==> src/rtl/serial_cfg_pkg.sv <==
package serial_cfg_pkg;

    localparam int CFG_W    = 12;
    localparam int SPAN_HI  = CFG_W - 1;
    localparam int SPAN_LO  = CFG_W - 2;
    localparam int TWOS_BIT = CFG_W - 3;
    localparam int PDN_BIT  = CFG_W - 4;

    typedef enum logic [1:0] {
        SPAN_UNI_5  = 2'b00,
        SPAN_UNI_10 = 2'b01,
        SPAN_BI_5   = 2'b10,
        SPAN_BI_10  = 2'b11
    } span_e;

    typedef struct packed {
        span_e span;
        logic  twos;
        logic  pdn;
    } cfg_t;

    function automatic cfg_t unpack_cfg(input logic [CFG_W-1:0] word);
        cfg_t c;
        c.span = span_e'(word[SPAN_HI:SPAN_LO]);
        c.twos = word[TWOS_BIT];
        c.pdn  = word[PDN_BIT];
        return c;
    endfunction

endpackage

==> src/rtl/serial_cfg_sync.sv <==
module serial_cfg_sync #(
    parameter int               WIDTH   = 3,
    parameter int               STAGES  = 2,
    parameter logic [WIDTH-1:0] RST_VAL = '0
) (
    input  logic             clk,
    input  logic             rst,
    input  logic [WIDTH-1:0] d_async,
    output logic [WIDTH-1:0] d_sync
);

    logic [WIDTH-1:0] stage_q [STAGES];

    always_ff @(posedge clk) begin
        if (rst) stage_q[0] <= RST_VAL;
        else     stage_q[0] <= d_async;
    end

    for (genvar g = 1; g < STAGES; g++) begin : g_chain
        always_ff @(posedge clk) begin
            if (rst) stage_q[g] <= RST_VAL;
            else     stage_q[g] <= stage_q[g-1];
        end
    end

    assign d_sync = stage_q[STAGES-1];

endmodule

==> src/rtl/serial_cfg_shift.sv <==
module serial_cfg_shift
    import serial_cfg_pkg::*;
(
    input  logic             clk,
    input  logic             rst,
    input  logic             clk_inv,
    input  logic             sclk_s,
    input  logic             sdin_s,
    input  logic             en_n_s,
    output logic [CFG_W-1:0] applied_q
);

    localparam int CNT_W   = $clog2(CFG_W + 2);
    localparam int CNT_MAX = CFG_W + 1;

    logic             sclk_prev, en_prev;
    logic [CFG_W-1:0] shreg_q;
    logic [CNT_W-1:0] cnt_q;
    logic             rise, fall, capture, en_rise;

    always_comb begin
        rise    = sclk_s & ~sclk_prev;
        fall    = ~sclk_s & sclk_prev;
        capture = ~en_n_s & (clk_inv ? fall : rise);
        en_rise = en_n_s & ~en_prev;
    end

    always_ff @(posedge clk) begin
        if (rst) begin
            sclk_prev <= 1'b0;
            en_prev   <= 1'b1;
            shreg_q   <= '0;
            cnt_q     <= '0;
            applied_q <= '0;
        end else begin
            sclk_prev <= sclk_s;
            en_prev   <= en_n_s;
            if (capture) begin
                shreg_q <= {shreg_q[CFG_W-2:0], sdin_s};
                if (cnt_q != CNT_W'(CNT_MAX)) cnt_q <= cnt_q + 1'b1;
            end else if (en_n_s) begin
                cnt_q <= '0;
            end
            if (en_rise && cnt_q == CNT_W'(CFG_W)) applied_q <= shreg_q;
        end
    end


    commit_len_chk: assert property (@(posedge clk) disable iff (rst)
        !$stable(applied_q) |-> $past(en_rise && cnt_q == CNT_W'(CFG_W)));


    idle_hold_chk: assert property (@(posedge clk) disable iff (rst)
        (en_n_s && $past(en_n_s)) |-> $stable(shreg_q));


    reset_clear_chk: assert property (@(posedge clk)
        rst |=> (applied_q == '0));


    count_bound_chk: assert property (@(posedge clk) disable iff (rst)
        cnt_q <= CNT_W'(CNT_MAX));

endmodule

==> src/rtl/serial_cfg_select.sv <==
module serial_cfg_select
    import serial_cfg_pkg::*;
(
    input  logic hw_sel,
    input  cfg_t pin_cfg,
    input  cfg_t reg_cfg,
    output cfg_t act_cfg
);

    always_comb begin
        act_cfg = hw_sel ? pin_cfg : reg_cfg;
    end

endmodule

==> src/rtl/serial_cfg_port.sv <==
module serial_cfg_port
    import serial_cfg_pkg::*;
#(
    parameter int SYNC_STAGES = 2
) (
    input  logic       clk,
    input  logic       rst,
    input  logic       hw_sel,
    input  logic [1:0] pin_span,
    input  logic       pin_twos,
    input  logic       pin_pdn,
    input  logic       clk_inv,
    input  logic       cfg_en_n,
    input  logic       cfg_clk,
    input  logic       cfg_din,
    output logic [1:0] out_span,
    output logic       out_bipolar,
    output logic       out_wide,
    output logic       out_twos,
    output logic       out_pdn
);

    logic [2:0]       raw_lines, sync_lines;
    logic [CFG_W-1:0] applied;
    cfg_t             pin_cfg, reg_cfg, act_cfg;

    assign raw_lines = {cfg_en_n, cfg_clk, cfg_din};

    serial_cfg_sync #(
        .WIDTH  (3),
        .STAGES (SYNC_STAGES),
        .RST_VAL(3'b100)
    ) u_sync (
        .clk    (clk),
        .rst    (rst),
        .d_async(raw_lines),
        .d_sync (sync_lines)
    );

    serial_cfg_shift u_shift (
        .clk      (clk),
        .rst      (rst),
        .clk_inv  (clk_inv),
        .sclk_s   (sync_lines[1]),
        .sdin_s   (sync_lines[0]),
        .en_n_s   (sync_lines[2]),
        .applied_q(applied)
    );

    always_comb begin
        pin_cfg.span = span_e'(pin_span);
        pin_cfg.twos = pin_twos;
        pin_cfg.pdn  = pin_pdn;
        reg_cfg      = unpack_cfg(applied);
    end

    serial_cfg_select u_sel (
        .hw_sel (hw_sel),
        .pin_cfg(pin_cfg),
        .reg_cfg(reg_cfg),
        .act_cfg(act_cfg)
    );

    assign out_span    = act_cfg.span;
    assign out_bipolar = act_cfg.span[1];
    assign out_wide    = act_cfg.span[0];
    assign out_twos    = act_cfg.twos;
    assign out_pdn     = act_cfg.pdn;


    sw_pins_ignored_chk: assert property (@(posedge clk) disable iff (rst)
        (!hw_sel && $past(!hw_sel) && $stable(applied)) |->
        ($stable(out_span) && $stable(out_twos) && $stable(out_pdn)));


    hw_follow_chk: assert property (@(posedge clk) disable iff (rst)
        (hw_sel && $past(hw_sel) && $stable(pin_span) && $stable(pin_twos) && $stable(pin_pdn))
        |-> ($stable(out_span) && $stable(out_twos) && $stable(out_pdn)));


    bipolar_dec_chk: assert property (@(posedge clk) disable iff (rst)
        (out_span == 2'b10 || out_span == 2'b11) |-> (out_bipolar && (out_wide == out_span[0])));

endmodule

==> config.mk <==
export PLATFORM = sky130hd
export DESIGN_NAME = serial_cfg_port
export DESIGN_NICKNAME = d
export VERILOG_FILES = /design/src/rtl/serial_cfg_pkg.sv /design/src/rtl/serial_cfg_sync.sv /design/src/rtl/serial_cfg_shift.sv /design/src/rtl/serial_cfg_select.sv /design/src/rtl/serial_cfg_port.sv
export SDC_FILE = /design/constraint.sdc
export NUM_CORES = 1
export LEC_CHECK = 0
export BUFFER_PORTS_ARGS = -buffer_cell sky130_fd_sc_hd__buf_4
export CAP_MARGIN = 20
export CORE_UTILIZATION = 55
export DETAILED_ROUTE_END_ITERATION = 7
export PLACE_DENSITY = 0.88
export SLEW_MARGIN = 25
export SYNTH_ARGS = -nofsm -noshare
export SYNTH_HDL_FRONTEND = slang
export SYNTH_SLANG_ARGS = --single-unit
==> constraint.sdc <==
create_clock -name clk -period 2.73 [get_ports clk]
set_clock_uncertainty 0.15 [all_clocks]
set_input_delay 0.6825 -clock clk [delete_from_list [all_inputs] [get_ports clk]]
set_output_delay 0.6825 -clock clk [all_outputs]
set_load 0.02 [all_outputs]
==> impl_metrics.csv <==
group,metric,value,unit
critical_path,reg2reg_from,"u_sync.stage_q[1][1]",
final_layout,fin_cells,152,
clock_tree,hold_buffers,0,
clock_tree,clk_latency,0.32,ns
drt,drt-wirelength-per-cell,11.8,um
power_and_ir_drop,ir_worst_vdd,384,uV
worst_hold_path,hold_class,"reg2reg",
final_layout,area_growth,14.0,%
critical_path,worstSetupPathType,"in2out",
sta,max_clock_freq,471,MHz
clock_tree,cts.reportedPaths.clkPinSlew,0.14,ns
logic_synthesis,yosys_warnings,0,
logic_synthesis,yosysMostFrequentCell,"dfxtp_1",
power_and_ir_drop,power.net_switching,139,uW
logic_synthesis,syn-num-nets,124,
global_routing,grt-ovfl-total,0,
logic_synthesis,yosys.cell_types.count,26,
clock_tree,ctsLongestPathBuffers,2,
critical_path,worst-path-max-fanout,4,
floorplanning,start_util,0.593,
power_and_ir_drop,p_int,588,uW
floorplanning,die_y,48.2,um
final_layout,final_cell_area,1340,um^2
floorplanning,die_w,48.2,um
drt,num_vias,794,
critical_path,end_kind,"primary output",
place,place_area,1290,um^2
floorplanning,core,1980,um^2
final_layout,regArea,561,um^2
place,placed_cells_incl_taps,148,
global_routing,grt_pass1_vias,744,
drt,wirelength,1790,um
sta,rsz0062_at_grt,"no",
drt,postRouteAntennaNets,0,
logic_synthesis,avgSynthCellArea,10.7,um^2
clock_tree,clock-sinks,28,
critical_path,worstPathArrival,1.29,ns
power_and_ir_drop,clkPwrFrac,0.364,
place,dp_hpwl,1360,um
sta,slew_headroom,0.666,
logic_synthesis,yosys.area.top_type,"dfxtp_1",
critical_path,required,1.90,ns
clock_tree,cts_root_buf,"clkbuf_4",
run,maxCapViolations,0,
sta,setup_tns,0,ns
global_routing,grt_max_degree,26,
final_layout,nFillCells,161,
clock_tree,cts_tree,"built",
place,place.port_buffers,16,
floorplanning,rows,16,
drt,vias_per_cell,5.22,
drt,drc,0,
logic_synthesis,yosys-top-cells-area,"dfxtp_1, mux2i_1, nand2b_1, mux2_2, ha_1",
global_routing,grt_pass1_wl,2920,um
drt,dr.pass1.iters,4,
clock_tree,post_cts.repair.setup_buffers,0,
critical_path,r2r-end,"u_shift.shreg_q[7]",
logic_synthesis,ys.flop_type,"dfxtp_1",
place,gp_congestion,0.797,
logic_synthesis,ys_ff_latch,28,
worst_hold_path,hold_depth,1,
floorplanning,dieArea,2330,um^2
final_layout,post-route-util,0.676,
power_and_ir_drop,power_per_cell_area,543,nW/um^2
power_and_ir_drop,power.share.switching,0.191,
logic_synthesis,netlist_area,1170,um^2
final_layout,multi_input_area,557,um^2
sta,hold_viol,0,
worst_hold_path,hold_end,"u_sync.stage_q[1][2]",
outcome,status,"completed",
worst_hold_path,hold_start,"u_sync.stage_q[0][2]",
power_and_ir_drop,power_frac_seq,0.573,
sta,setup_viol,0,
critical_path,reg2reg_slack,1.00,ns
logic_synthesis,synthArstFlopShare,0,
sta,max_slew.worst_pin.slew,0.499,ns
floorplanning,num_io_pins,17,
sta,post-route-period-util,0.778,
sta,layout_min_cycle_time,2.12,ns
critical_path,start_kind,"input pin",
clock_tree,cts-buffers-inserted,3,
global_routing,grt_antenna_before_repair,0,
logic_synthesis,synth_edf_count,0,
clock_tree,cts.htree.levels,1,
power_and_ir_drop,p_leak,0.000474,uW
clock_tree,cts_resized,0,
critical_path,ff2ff_path_depth,3,
final_layout,layout-drive-gt1-share,0.224,
power_and_ir_drop,combPwrFrac,0.064,
logic_synthesis,yosysTopAreaCellShare,0.477,
logic_synthesis,synthTopCellsByCount,"dfxtp_1, mux2i_1, nand2b_1",
logic_synthesis,yosysSeqAreaShare,0.477,
logic_synthesis,syn-instance-count,110,
global_routing,grtUsageTotal,0.186,
final_layout,diodes,0,
drt,initialDrtViolationCount,7,
sta,maxSlewViolCount,0,
final_layout,nets,140,
[metal layers]
metal / up-vias / share of wire / GRT usage
met2: 22 / 0.50 / 0.333
li1: 405 / - / -
met1: 365 / 0.45 / 0.195
met3: 2 / 0.047 / 0.0444
met5: - / 0 / 0
met4: 0 / 0.0067 / 0.111
[state kept, by name, indices dropped and copies added, names as in the netlist]
| register | cells |
|---|---|
| u_sync.stage_q | 6 |
| u_shift.sclk_prev | 1 |
| u_shift.applied_q | 4 |
| u_shift.shreg_q | 12 |
| u_shift.cnt_q | 4 |
| u_shift.en_prev | 1 |
[critical path, stage by stage]
cell and delay (ns):
buf_4 0.11, mux2_2 0.34, buf_4 0.16
[final cells by class]
cell class                      instances  share of cell area
Sequential cell                        28               0.419
Multi-Input combinational cell         73               0.416
Timing Repair Buffer                   16              0.0897
Tap cell                               27              0.0252
Clock inverter                          1              0.0224
Clock buffer                            3              0.0168
Inverter                                4              0.0112
[power groups by stage]
stage / clock (uW) / sequential (uW) / combinational (uW)
floorplan: 0 / 425 / 28.0
global placement: 0 / 425 / 45.3
detailed placement: 0 / 425 / 46.3
CTS: 273 / 416 / 46.4
global route: 289 / 417 / 50.4
finish: 264 / 416 / 46.2
[stage by stage]
stage / setup WS, ns / hold WS [ns] / power, uW
finish: 0.605 / 0.283 / 727
global route: 0.579 / 0.304 / 757
CTS: 0.602 / 0.287 / 736
detailed placement: 0.542 / 0.254 / 472
global placement: 0.607 / 0.241 / 470
floorplan: 0.667 / 0.239 / 453
[worst max-delay path by stage]
stage | slack [ns] | end | from
after detailed placement | 0.54 | u_shift.shreg_q[7] | clk_inv
after floorplan | 0.67 | out_span[0] | hw_sel
after global placement | 0.61 | u_shift.shreg_q[10] | clk_inv
after global routing | 0.58 | out_bipolar | hw_sel
after CTS | 0.60 | out_bipolar | hw_sel
final | 0.61 | out_bipolar | hw_sel
[layout by cell type (no fill, tap or decap), types with 2 or more instances in the layout]
master / n
a21o_1: 2
a21oi_1: 4
buf_4: 16
clkbuf_4: 3
dfxtp_1: 28
ha_1: 3
inv_1: 4
mux2_2: 4
mux2i_1: 15
nand2_1: 6
nand2b_1: 13
nand3b_1: 5
nor2b_1: 5
o21ai_0: 4
or2_2: 2
[logic make-up (layout without fill, tap and decap cells)]
| kind of cell | count (synthesis) | count (layout) | share of synthesized area |
|---|---|---|---|
| fa+ha+maj | 3 | 3 | 0.0320 |
| mux | 19 | 19 | 0.166 |
| simple gates | 36 | 36 | 0.187 |
| buf+inv | 9 | 24 | 0.0490 |
| compound gates | 15 | 15 | 0.0884 |
| flops | 28 | 28 | 0.477 |
Power figures use the tool's default switching activity.
